## config.mk

```make
export PLATFORM = sky130hd
export DESIGN_NAME = rst_wdog_seq
export DESIGN_NICKNAME = d
export VERILOG_FILES = /design/src/rtl/rsw_pkg.sv /design/src/rtl/rsw_por_timer.sv /design/src/rtl/rsw_pin_sync.sv /design/src/rtl/rsw_wdog.sv /design/src/rtl/rst_wdog_seq.sv
export SDC_FILE = /design/constraint.sdc
export NUM_CORES = 1
export LEC_CHECK = 0
export CAP_MARGIN = 20
export CELL_PAD_IN_SITES_DETAIL_PLACEMENT = 1
export CELL_PAD_IN_SITES_GLOBAL_PLACEMENT = 1
export CORE_UTILIZATION = 42
export CTS_CLUSTER_DIAMETER = 30
export DETAILED_ROUTE_END_ITERATION = 10
export DONT_BUFFER_PORTS = 1
export GPL_ROUTABILITY_DRIVEN = 0
export PLACE_DENSITY_LB_ADDON = 0.1
export SLEW_MARGIN = 25
export SYNTH_ARGS = -nofsm -noshare
export SYNTH_HDL_FRONTEND = slang
export SYNTH_SLANG_ARGS = --single-unit
```

## constraint.sdc

```tcl
create_clock -name clk -period 2 [get_ports clk]
set_input_delay 0.2 -clock clk [delete_from_list [all_inputs] [get_ports clk]]
set_output_delay 0.2 -clock clk [all_outputs]
set_load 0.03 [all_outputs]
```

## src/rtl/rsw_pkg.sv

```systemverilog
package rsw_pkg;

    // One bit per reset source that can hold the internal reset.
    typedef struct packed {
        logic por_busy;   // stabilization count still running
        logic pin_low;    // synchronized pin is asserted
        logic wdog_fire;  // watchdog time-out pending
    } rst_src_t;

    function automatic logic src_active(rst_src_t s);
        return s.por_busy | s.pin_low | s.wdog_fire;
    endfunction

endpackage

```

## src/rtl/rsw_por_timer.sv

```systemverilog
module rsw_por_timer #(
    parameter int POR_CYCLES = 4064
) (
    input  logic clk,
    input  logic osc_ok,
    output logic por_done
);
    localparam int CW = $clog2(POR_CYCLES + 1);

    typedef struct packed {
        logic [CW-1:0] cnt;
        logic          done;
    } por_st_t;

    por_st_t st_d, st_q;

    always_comb begin
        st_d = st_q;
        if (!osc_ok) begin
            st_d = '0;
        end else if (!st_q.done) begin
            if (st_q.cnt == CW'(POR_CYCLES - 1)) begin
                st_d.done = 1'b1;
            end
            st_d.cnt = st_q.cnt + 1'b1;
        end
    end

    always_ff @(posedge clk) begin
        st_q <= st_d;
    end

    assign por_done = st_q.done;

endmodule

```

## src/rtl/rsw_pin_sync.sv

```systemverilog
module rsw_pin_sync #(
    parameter int STAGES = 2
) (
    input  logic clk,
    input  logic osc_ok,
    input  logic pin_n,
    output logic pin_ok
);
    logic [STAGES-1:0] sh_d, sh_q;

    generate
        if (STAGES == 1) begin : g_single
            always_comb begin
                sh_d = osc_ok ? pin_n : 1'b0;
            end
        end else begin : g_chain
            always_comb begin
                if (!osc_ok) begin
                    sh_d = '0;
                end else begin
                    sh_d = {sh_q[STAGES-2:0], pin_n};
                end
            end
        end
    endgenerate

    always_ff @(posedge clk) begin
        sh_q <= sh_d;
    end

    assign pin_ok = sh_q[STAGES-1];

endmodule

```

## src/rtl/rsw_wdog.sv

```systemverilog
module rsw_wdog #(
    parameter int              TIMEOUT_TICKS = 65536,
    parameter int              ADDR_W        = 12,
    parameter logic [ADDR_W-1:0] SVC_ADDR    = 12'hFF0
) (
    input  logic              clk,
    input  logic              osc_ok,
    input  logic              hold,
    input  logic              release_evt,
    input  logic              irq_hv,
    input  logic              cfg_en,
    input  logic              tick,
    input  logic              bus_wr,
    input  logic [ADDR_W-1:0] bus_addr,
    input  logic              wdata_b0,
    output logic              fire
);
    localparam int CW = $clog2(TIMEOUT_TICKS + 1);

    typedef struct packed {
        logic [CW-1:0] cnt;
        logic          fire;
        logic          off;   // disabled by over-voltage seen at release
    } wd_st_t;

    wd_st_t st_d, st_q;
    logic   svc_hit;
    logic   active;

    always_comb begin
        svc_hit = bus_wr && (bus_addr == SVC_ADDR) && !wdata_b0;
        active  = cfg_en && !st_q.off;
        st_d    = st_q;
        if (!osc_ok) begin
            st_d = '0;
        end else begin
            if (release_evt) begin
                st_d.off = irq_hv;
            end
            if (hold) begin
                st_d.cnt  = '0;
                st_d.fire = 1'b0;
            end else if (svc_hit) begin
                st_d.cnt = '0;
            end else if (active && tick) begin
                if (st_q.cnt == CW'(TIMEOUT_TICKS - 1)) begin
                    st_d.fire = 1'b1;
                end else begin
                    st_d.cnt = st_q.cnt + 1'b1;
                end
            end
        end
    end

    always_ff @(posedge clk) begin
        st_q <= st_d;
    end

    assign fire = st_q.fire;

endmodule

```

## src/rtl/rst_wdog_seq.sv

```systemverilog
module rst_wdog_seq #(
    parameter int                POR_CYCLES    = 4064,
    parameter int                SYNC_STAGES   = 2,
    parameter int                TIMEOUT_TICKS = 65536,
    parameter int                ADDR_W        = 12,
    parameter logic [ADDR_W-1:0] SVC_ADDR      = 12'hFF0,
    parameter logic [7:0]        VEC_HI        = 8'h00
) (
    input  logic              clk,
    input  logic              osc_ok,
    input  logic              ext_rst_n,
    input  logic              wdog_cfg_en,
    input  logic              irq_hv,
    input  logic              wdog_tick,
    input  logic [ADDR_W-1:0] bus_addr,
    input  logic [7:0]        bus_wdata,
    input  logic              bus_wr,
    input  logic              bus_rd,
    output logic              core_rst,
    output logic [7:0]        bus_rdata
);
    import rsw_pkg::*;

    typedef struct packed {
        logic rst;
    } top_st_t;

    top_st_t  st_d, st_q;
    rst_src_t src;
    logic     por_done;
    logic     pin_ok;
    logic     wdog_fire;
    logic     release_evt;
    logic     unused_wdata;

    assign unused_wdata = ^bus_wdata[7:1];

    rsw_por_timer #(
        .POR_CYCLES(POR_CYCLES)
    ) u_por (
        .clk      (clk),
        .osc_ok   (osc_ok),
        .por_done (por_done)
    );

    rsw_pin_sync #(
        .STAGES(SYNC_STAGES)
    ) u_pin (
        .clk    (clk),
        .osc_ok (osc_ok),
        .pin_n  (ext_rst_n),
        .pin_ok (pin_ok)
    );

    rsw_wdog #(
        .TIMEOUT_TICKS(TIMEOUT_TICKS),
        .ADDR_W       (ADDR_W),
        .SVC_ADDR     (SVC_ADDR)
    ) u_wdog (
        .clk         (clk),
        .osc_ok      (osc_ok),
        .hold        (st_q.rst),
        .release_evt (release_evt),
        .irq_hv      (irq_hv),
        .cfg_en      (wdog_cfg_en),
        .tick        (wdog_tick),
        .bus_wr      (bus_wr),
        .bus_addr    (bus_addr),
        .wdata_b0    (bus_wdata[0]),
        .fire        (wdog_fire)
    );

    always_comb begin
        src.por_busy  = !por_done;
        src.pin_low   = !pin_ok;
        src.wdog_fire = wdog_fire;
        st_d.rst      = !osc_ok || src_active(src);
        release_evt   = st_q.rst && !st_d.rst;
    end

    always_ff @(posedge clk) begin
        st_q <= st_d;
    end

    always_comb begin
        if (bus_rd && (bus_addr == SVC_ADDR)) begin
            bus_rdata = VEC_HI;
        end else begin
            bus_rdata = '0;
        end
    end

    assign core_rst = st_q.rst;

endmodule

```

==> results of run 1 <==
[power by group through the flow]
| stage | Sequential (mW) | Combinational [mW] | Clock, mW |
|---|---|---|---|
| 6_report | 0.709 | 0.0508 | 0.525 |
| 5_1_grt | 0.710 | 0.0557 | 0.569 |
| 4_1_cts | 0.709 | 0.0501 | 0.545 |
| 3_5_place_dp | 0.725 | 0.0498 | 0 |
| 3_3_place_gp | 0.724 | 0.0475 | 0 |
| 2_1_floorplan | 0.724 | 0.0567 | 0 |
[kinds of logic (layout without fill, tap and decap cells)]
kind of cell,Yosys count,in the layout,share of synthesized area (%)
simple gates,86,86,31.9
flops,35,35,41.1
xor+xnor,22,22,11.3
buf+inv,17,33,6.32
compound gates,12,12,5.14
fa+ha+maj,3,3,2.20
mux,3,3,1.76
other cells,1,8,0.220
[registers in the layout (all words and copies together), names as in the netlist]
register,cells
u_wdog.fire,1
u_wdog.st_q,18
u_pin.sh_q,2
u_por.st_q,12
u_por.por_done,1
core_rst,1
[area by class of cell]
cell class | count | area share (%)
well taps | 48 | 3.00
repair buffers | 24 | 9.20
flip-flops and latches | 35 | 35.3
multi-input cells | 134 | 47.7
inverters | 2 | 0.375
clock buffers | 6 | 4.13
clock inverters | 1 | 0.250
[layout by cell type (no fill, tap or decap), drive strengths merged, types with 3 or more instances in the layout]
| cell | instances |
|---|---|
| dfxtp | 35 |
| buf | 24 |
| and2 | 16 |
| nand4 | 15 |
| nor2 | 14 |
| xnor2 | 11 |
| xor2 | 11 |
| conb | 8 |
| nand3 | 7 |
| nand2 | 6 |
| clkbuf | 6 |
| and3 | 6 |
| and4 | 4 |
| nor2b | 4 |
| o21ai | 4 |
| a21oi | 4 |
| nand4b | 3 |
| mux2i | 3 |
| or3 | 3 |
| ha | 3 |
[critical path, delay by kind of cell (launching register included)]
kind / cells / cell delay, ps
and+or+nand+nor: 6 / 1360
DFF: 1 / 320
AOI/OAI and AO/OA: 1 / 150
adders and majority gates: 1 / 180
[stage by stage]
stage	hold slack, ps	std cells
3_3_place_gp	324	240
2_1_floorplan	311	186
4_1_cts	17.1	248
6_report	29.8	250
3_5_place_dp	326	240
5_1_grt	20.1	250
[final timing paths]
path	from	end	slack, ps	depth (start not counted)
max reg2reg	u_wdog.st_q[4]	u_wdog.st_q[17]	-80	8
min	osc_ok	u_por.st_q[10]	30	1
max	u_wdog.st_q[4]	u_wdog.st_q[17]	-80	8
min reg2reg	u_pin.sh_q[0]	u_pin.sh_q[1]	440	1
[what timing repair did]
item                       4_1_cts  5_1_grt
resized for setup                5        6
hold buffers                     0        0
pin swaps                        9       12
hold endpoints to repair         0        0
setup endpoints to repair       12       16
setup buffers                    1        2
[metal layers]
metal	routed length [um]	share of wire, %
met1	1640	44
met4	63	1.7
met3	138	3.7
met5	0	0
met2	1850	50
==> results.sh, run 1 <==
export IMPL_place_ws_ps=-95.2
export IMPL_maxCapViolations=0
export IMPL_core_area_sq_um=3770
export IMPL_synth_area_leaders="dfxtp_1 41%, xnor2_1 5.7%, xor2_1 5.7%"
export IMPL_cts_buffers=5
export IMPL_period_minus_slack_ps=2080
export IMPL_clkTransAtPathRegs_ps=70
export IMPL_worstSkewPairLatency_ps=290
export IMPL_final_cell_area_sq_um=2000
export IMPL_netlist_top_cell_by_area="dfxtp_1"
export IMPL_yosys_warnings=0
export IMPL_yosysMostFrequentCell="dfxtp_1"
export IMPL_cts_htree_levels=2
export IMPL_nFillCells=442
export IMPL_synth_edf_count=0
export IMPL_cpPeakStageDelay_ps=500
export IMPL_clock_path_buffers=2
export IMPL_crit_type="register to register"
export IMPL_violations="negative setup slack"
export IMPL_drc=0
export IMPL_critPathCaptureType="register"
export IMPL_cts_root_buf="clkbuf_8"
export IMPL_rows=22
export IMPL_synth_seq_cells=35
export IMPL_die_width_um=65.7
export IMPL_die_height_um=65.7
export IMPL_setup_violations=4
export IMPL_cts_sinks=35
export IMPL_met1_usage_pct=22.4
export IMPL_fin_crit_sh_pct=104
export IMPL_synth_top_area_share_pct=41.1
export IMPL_synthCells=179
export IMPL_cp_start_kind="register"
export IMPL_via_count=1332
export IMPL_yosysUniqueCellTypes=38
export IMPL_avgRoutedWirePerCell_um=14.8
export IMPL_multiInputGateArea_sq_um=955
export IMPL_drive_gt1_share_pct=23.3
export IMPL_fin_tns_setup_ps=-180
export IMPL_initialDrtViolationCount=45
export IMPL_async_flop_share_pct=0
export IMPL_internal_power_uw=991
export IMPL_grt_pass1_vias=1379
export IMPL_path_cells="and4_1 > nand4_1 > nor4_4 > ha_2 > and4bb_4 > nand4_4 > or4b_4 > a21oi_2"
export IMPL_crit_arrival_ps=2300
export IMPL_drt_wl_total_mm=3.70
export IMPL_final_util_pct=53.0
export IMPL_grtUsageMet2_pct=33.5
export IMPL_max_vdd_ir_drop_mv=0.360
export IMPL_post_drt_via_cell_ratio=5.33
export IMPL_rsz0062_at_grt="true"
export IMPL_clock_skew_ps=4.29
export IMPL_maxSlewViolCount=0
export IMPL_sequentialPowerShare_pct=55.2
export IMPL_synth_area_sq_um=1700
export IMPL_numPortBuffers=0
export IMPL_grt_overflow_total=0
export IMPL_power_mw=1.28
export IMPL_dieArea_sq_um=4310
export IMPL_comb_power_share_pct=4.0
export IMPL_crit_slowest_cell="or4b_4"
export IMPL_grt_max_degree=19
export IMPL_hpwl_mm=2.68
export IMPL_antenna_found_initial=0
export IMPL_swShare_pct=22.9
export IMPL_p_leak_nw=0.763
export IMPL_grt_usage_pct=19.6
export IMPL_grt_met3_usage_pct=5.90
export IMPL_grt_busiest_layer="met2"
export IMPL_worst_slack_ps=-79.4
export IMPL_fmax_mhz=481
export IMPL_critical_path_required_ps=2230
export IMPL_regArea_sq_um=706
export IMPL_ios=37
export IMPL_place_area_sq_um=1850
export IMPL_cts_tree="yes"
export IMPL_syn_avg_cell_area_sq_um=9.51
export IMPL_critical_path_peak_fanout=4
export IMPL_floorplan_initialDensity_pct=45.2
export IMPL_cellPowerDensity_nw_per_um2=642
export IMPL_firstDrtPassIters=2
export IMPL_final_nets=233
export IMPL_synth_commonest_cells="35 x dfxtp_1, 15 x and2_1, 14 x nand4_1, 14 x nor2_1"
export IMPL_ys_seq_area_share_pct=41.1
export IMPL_drtAntennaViolNets=0
export IMPL_antenna_cells=0
export IMPL_p_switching_uw=294
export IMPL_hp_class="input port to register"
export IMPL_syn2layout_area_growth_pct=17.4
export IMPL_grt_first_pass_wirelength_mm=6.29
export IMPL_clkPwrFrac_pct=40.8
export IMPL_status="finished with violations"
export IMPL_synth_ff_type="dfxtp_1"
export IMPL_hold_viol=0
Note: power is estimated with default switching activity, not from simulation.
==> run 2: changes to the inputs <==
--- a/config.mk
+++ b/config.mk
@@ -5,10 +5,11 @@
 export SDC_FILE = /design/constraint.sdc
 export NUM_CORES = 1
 export LEC_CHECK = 0
+export ABC_AREA = 1
 export CAP_MARGIN = 20
 export CELL_PAD_IN_SITES_DETAIL_PLACEMENT = 1
 export CELL_PAD_IN_SITES_GLOBAL_PLACEMENT = 1
-export CORE_UTILIZATION = 42
+export CORE_UTILIZATION = 39
 export CTS_CLUSTER_DIAMETER = 30
 export DETAILED_ROUTE_END_ITERATION = 10
 export DONT_BUFFER_PORTS = 1
==> results.sh, run 2 <==
export IMPL_die_width_um=70.3
export IMPL_reg2reg_depth=11
export IMPL_syn2layout_area_growth_pct=10.0
export IMPL_antenna_cells=0
export IMPL_period_minus_slack_ps=1790
export IMPL_synth_seq_cells=35
export IMPL_netlist_top_cell_by_area="dfxtp_1"
export IMPL_grt_max_degree=16
export IMPL_dieArea_sq_um=4940
export IMPL_r2r_slack_ps=210
export IMPL_synth_ff_type="dfxtp_1"
export IMPL_critical_path_required_ps=2180
export IMPL_regArea_sq_um=701
export IMPL_async_flop_share_pct=0
export IMPL_critPathCaptureType="register"
export IMPL_synth_edf_count=0
export IMPL_min_to="u_pin.sh_q[1]"
export IMPL_p_leak_nw=0.718
export IMPL_regMostFlops="u_wdog.st_q"
export IMPL_status="complete, no violations"
export IMPL_hp_class="input port to register"
export IMPL_setup_violations=0
export IMPL_yosys_warnings=0
export IMPL_grt_usage_pct=17.4
export IMPL_cts_tree="yes"
export IMPL_via_count=1613
export IMPL_hp_start="osc_ok"
export IMPL_synth_area_sq_um=1820
export IMPL_initialDrtViolationCount=40
export IMPL_cts_buffers=5
export IMPL_core_area_sq_um=4410
export IMPL_synthCells=270
export IMPL_worst_path_most_repeated_cell="nor2_1"
export IMPL_synth_area_leaders="dfxtp_1 39%, nand2_1 13%, nor2_1 8.3%"
export IMPL_clock_skew_ps=5.18
export IMPL_worstSkewPairLatency_ps=290
export IMPL_synth_top_area_share_pct=38.5
export IMPL_grt_first_pass_wirelength_mm=6.82
export IMPL_antenna_found_initial=0
export IMPL_fmax_mhz=560
export IMPL_rows=24
export IMPL_firstDrtPassIters=4
export IMPL_post_drt_via_cell_ratio=4.83
export IMPL_crit_arrival_ps=1970
export IMPL_drt_wl_total_mm=3.80
export IMPL_final_nets=312
export IMPL_crit_type="register to register"
export IMPL_cts_htree_levels=2
export IMPL_crit_slowest_cell="dfxtp_1"
export IMPL_hold_viol=0
export IMPL_nFillCells=589
export IMPL_floorplan_initialDensity_pct=41.2
export IMPL_cp_start_kind="register"
export IMPL_numPortBuffers=0
export IMPL_met1_usage_pct=19.3
export IMPL_die_height_um=70.3
export IMPL_placed_cells=320
export IMPL_cts_sinks=35
export IMPL_ys_seq_area_share_pct=38.5
export IMPL_grt_pass1_vias=1657
export IMPL_holdPathStages=2
export IMPL_critical_path_peak_fanout=5
export IMPL_timing_rr_start="u_wdog.st_q[2]"
export IMPL_yosysUniqueCellTypes=31
export IMPL_final_util_pct=45.3
export IMPL_grtUsageMet2_pct=30.4
export IMPL_rsz0062_at_grt="false"
export IMPL_synth_commonest_cells="62 x nand2_1, 40 x nor2_1, 39 x inv_1"
export IMPL_avgRoutedWirePerCell_um=11.4
export IMPL_final_cell_mix="61 x nand2_1, 40 x nor2_1, 38 x inv_1"
export IMPL_drive_gt1_share_pct=11.0
export IMPL_grt_busiest_layer="met2"
export IMPL_clock_path_buffers=2
export IMPL_drc=0
export IMPL_cpPeakStageDelay_ps=360
export IMPL_grt_met3_usage_pct=5.19
export IMPL_fin_crit_sh_pct=89.3
export IMPL_final_cells=334
export IMPL_power_mw=1.33
export IMPL_yosysMostFrequentCell="nand2_1"
export IMPL_maxSlewViolCount=0
export IMPL_path_cells="ha_1 > nand2_1 > nor2_1 > nand2_2 > nor2_1 > ha_2 > inv_2 > nand2_4 > buf_4 > or2_0 > a21oi_2"
export IMPL_fin_tns_setup_ps=0
export IMPL_r2r_end="u_wdog.st_q[18]"
export IMPL_max_vdd_ir_drop_mv=0.464
export IMPL_hpwl_mm=2.85
export IMPL_maxCapViolations=0
export IMPL_final_common_cell="nand2_1"
export IMPL_largest_reg_flops=18
export IMPL_cts_root_buf="clkbuf_8"
export IMPL_cellPowerDensity_nw_per_um2=667
export IMPL_clkTransAtPathRegs_ps=70
export IMPL_top_regs="u_wdog.st_q x18, u_por.st_q x12, u_pin.sh_q x2"
export IMPL_drtAntennaViolNets=0
export IMPL_multiInputGateArea_sq_um=930
export IMPL_grt_overflow_total=0
export IMPL_ios=37
export IMPL_syn_avg_cell_area_sq_um=6.73
==> run 2: kinds of logic (layout without fill, tap and decap cells) <==
group	after synthesis	in the layout	synth area share [%]
adders and majority gates	3	3	2.06
buffers and inverters	51	55	12.7
xor gates and xnor gates	3	3	1.45
and+or+nand+nor	149	150	36.9
DFF	35	35	38.5
AOI/OAI and AO/OA	28	28	8.19
other	1	8	0.206
==> run 2: where the power goes <==
group	switching (mW)	internal [mW]	total [mW]
logic	0.0436	0.0194	0.0630
clock network	0.248	0.314	0.562
registers	0.00450	0.704	0.708
==> run 2: area by class of cell <==
cell class	instances	share of cell area (%)
multi-input combinational	192	46.5
sequential	35	35.0
tap	52	3.25
clock buffer	8	5.00
inverter	40	7.50
timing repair buffer	7	2.75
==> run 2: worst max-delay path, delay by kind of cell, from the launching register on <==
family          cells  cell delay [ps]
flops               1              360
simple gates        6              630
compound gates      1               60
fa+ha+maj           2              410
buf+inv             2              200
==> run 2: per-layer routing <==
| layer | part of all wire, % | vias to the layer above |
|---|---|---|
| li1 | - | 853 |
| met1 | 45 | 744 |
| met2 | 50 | 11 |
| met3 | 2.8 | 5 |
| met4 | 2.0 | 0 |
| met5 | 0 | - |
==> run 2: worst max-delay path by stage <==
| stage | startpoint | to | slack [ps] | cells after the start |
|---|---|---|---|---|
| detailed placement | u_wdog.st_q[2] | u_wdog.st_q[10] | 130 | 13 |
| floorplan | u_wdog.st_q[2] | u_wdog.st_q[18] | 330 | 11 |
| finish | u_wdog.st_q[2] | u_wdog.st_q[18] | 210 | 11 |
| global placement | u_wdog.st_q[2] | u_wdog.st_q[17] | 170 | 13 |
| CTS | u_wdog.st_q[2] | u_wdog.st_q[10] | 100 | 13 |
| global route | u_wdog.st_q[2] | u_wdog.st_q[10] | 20 | 13 |
==> run 2: repair_timing <==
item,CTS,global route
gates resized for setup,0,4
hold buffers,1,0
setup endpoints to repair,0,14
endpoints found under the hold margin,1,0
buffers inserted,0,4
==> run 2: stage by stage <==
stage,instance area [sq um],hold WS (ps),worst slack (ps)
floorplan,1840,298,330
global placement,1840,287,170
detailed placement,1840,294,126
CTS,1950,1.42,104
global route,2000,2.26,18.0
finish,2000,10.2,214
==> run 3: changes to the inputs <==
--- a/config.mk
+++ b/config.mk
@@ -9,7 +9,7 @@
 export CAP_MARGIN = 20
 export CELL_PAD_IN_SITES_DETAIL_PLACEMENT = 1
 export CELL_PAD_IN_SITES_GLOBAL_PLACEMENT = 1
-export CORE_UTILIZATION = 39
+export CORE_UTILIZATION = 25
 export CTS_CLUSTER_DIAMETER = 30
 export DETAILED_ROUTE_END_ITERATION = 10
 export DONT_BUFFER_PORTS = 1
==> constraint.sdc (replaced) <==
create_clock -name clk -period 1.95 [get_ports clk]
set_input_delay 0.195 -clock clk [delete_from_list [all_inputs] [get_ports clk]]
set_output_delay 0.195 -clock clk [all_outputs]
set_load 0.03 [all_outputs]
==> results.sh, run 3 (synthesis gave the netlist of run 2 again) <==
export IMPL_status="complete, no violations"
export IMPL_final_nets=312
export IMPL_initialDrtViolationCount=31
export IMPL_clkPwrFrac_pct=42.7
export IMPL_cts_tree="yes"
export IMPL_worstMarginPinSlew_ps=520
export IMPL_drc=0
export IMPL_cp_start_kind="register"
export IMPL_final_cell_area_sq_um=2080
export IMPL_worstSkewPairLatency_ps=280
export IMPL_cts_buffers=5
export IMPL_fmax_mhz=555
export IMPL_hold_viol=0
export IMPL_via_count=1600
export IMPL_internal_power_mw=1.06
export IMPL_period_minus_slack_ps=1800
export IMPL_clkTransAtPathRegs_ps=70
export IMPL_grtUsageMet2_pct=21.7
export IMPL_reg2reg_depth=12
export IMPL_largest_reg_flops=18
export IMPL_firstDrtPassIters=4
export IMPL_cts_root_buf="clkbuf_8"
export IMPL_numPortBuffers=0
export IMPL_slew_headroom_pct=65.1
export IMPL_rsz0062_at_grt="false"
export IMPL_ios=37
export IMPL_grt_overflow_total=0
export IMPL_drtAntennaViolNets=0
export IMPL_final_common_cell="nand2_1"
export IMPL_core_area_sq_um=6910
export IMPL_grt_usage_pct=12.1
export IMPL_hpwl_mm=3.07
export IMPL_final_cell_mix="61 x nand2_1, 39 x inv_1, 39 x nor2_1"
export IMPL_die_width_um=87.3
export IMPL_swShare_pct=22.8
export IMPL_grt_pass1_vias=1645
export IMPL_critical_path_peak_fanout=3
export IMPL_timing_rr_start="u_wdog.st_q[2]"
export IMPL_clock_skew_ps=5.85
export IMPL_power_mw=1.38
export IMPL_floorplan_initialDensity_pct=26.3
export IMPL_hp_class="input port to register"
export IMPL_grt_first_pass_wirelength_mm=7.14
export IMPL_crit_path_start="u_wdog.st_q[2]"
export IMPL_grt_met3_usage_pct=3.32
export IMPL_antenna_found_initial=0
export IMPL_met1_usage_pct=13.5
export IMPL_grt_max_degree=14
export IMPL_drive_gt1_share_pct=12.1
export IMPL_cellPowerDensity_nw_per_um2=663
export IMPL_max_vdd_ir_drop_mv=0.251
export IMPL_nFillCells=909
export IMPL_syn2layout_area_growth_pct=14.2
export IMPL_sequentialPowerShare_pct=52.7
export IMPL_fin_tns_setup_ps=0
export IMPL_post_drt_via_cell_ratio=4.23
export IMPL_r2r_end="u_wdog.st_q[16]"
export IMPL_crit_type="register to register"
export IMPL_die_height_um=87.3
export IMPL_maxCapViolations=0
export IMPL_critPathCapture="u_wdog.st_q[16]"
export IMPL_avgRoutedWirePerCell_um=10.8
export IMPL_cts_sinks=35
export IMPL_critPathCaptureType="register"
export IMPL_dieArea_sq_um=7620
export IMPL_cts_htree_levels=2
export IMPL_crit_arrival_ps=1980
export IMPL_maxSlewViolCount=0
export IMPL_rows=30
export IMPL_place_area_sq_um=1920
export IMPL_grt_busiest_layer="met2"
export IMPL_fin_crit_sh_pct=92.5
export IMPL_drt_wl_total_mm=4.08
export IMPL_critical_path_required_ps=2130
export IMPL_p_leak_nw=0.721
export IMPL_regMostFlops="u_wdog.st_q"
export IMPL_top_regs="u_wdog.st_q x18, u_por.st_q x12, u_pin.sh_q x2"
export IMPL_antenna_cells=0
export IMPL_p_switching_uw=314
export IMPL_comb_power_share_pct=4.6
export IMPL_clock_path_buffers=2
export IMPL_setup_violations=0
export IMPL_r2r_slack_ps=150
==> run 3: per-layer routing <==
metal / wire length (um) / part of all wire, % / vias to the layer above
li1: - / - / 855
met1: 1970 / 48 / 735
met2: 1960 / 48 / 8
met3: 112 / 2.7 / 2
met4: 31 / 0.76 / 0
met5: 0 / 0 / -
==> run 3: repair_timing <==
item,4_1_cts,5_1_grt
resized for setup,2,5
pin swaps,2,1
endpoints found under the hold margin,3,0
cloned,0,1
hold buffers,1,0
setup buffers,0,1
endpoints found under the setup margin,1,16
==> run 3: worst min path at each step <==
stage                     slack, ps  cells past startpoint       endpoint       from
after floorplan                 290                      2  u_pin.sh_q[0]  ext_rst_n
after global placement          280                      1       core_rst     osc_ok
after detailed placement        290                      1       core_rst     osc_ok
after CTS                         1                      2  u_pin.sh_q[0]  ext_rst_n
after global routing             10                      2  u_por.st_q[7]     osc_ok
final                            10                      2  u_pin.sh_q[0]  ext_rst_n
==> run 3: area by class of cell <==
type	instances	area [sq um]	area share, %
clock buffers	8	100	4.82
inverters	40	150	7.23
multi-input cells	192	935	45.0
flip-flops and latches	35	703	33.9
well taps	96	120	5.79
repair buffers	7	67.6	3.25
==> run 3: metrics by stage <==
step	std cells	hold slack (ps)	worst slack (ps)	util [%]
after floorplan	277	293	280	-
after global placement	367	284	81.7	27.8
after detailed placement	367	290	43.2	27.8
after CTS	376	1.34	26.0	29.5
after global routing	378	14.4	10.9	30.1
final	378	13.7	147	30.1
==> run 3: power by group through the flow <==
stage / Clock [mW] / Combinational (mW) / Sequential, mW
after global routing: 0.657 / 0.0714 / 0.727
after detailed placement: 0 / 0.0547 / 0.743
after floorplan: 0 / 0.0641 / 0.742
after CTS: 0.623 / 0.0583 / 0.726
final: 0.588 / 0.0633 / 0.726
after global placement: 0 / 0.0541 / 0.743
==> run 3: worst max-delay path, stage by stage (launching register included) <==
cell and delay (ps):
dfxtp_2 340, ha_2 190, nand2_1 90, nor2_2 40
nand2_2 100, nor2_1 70, ha_2 180, inv_1 140
nand3_1 90, nor2_1 240, nand3_1 120, nand2_1 90
nor2_1 40
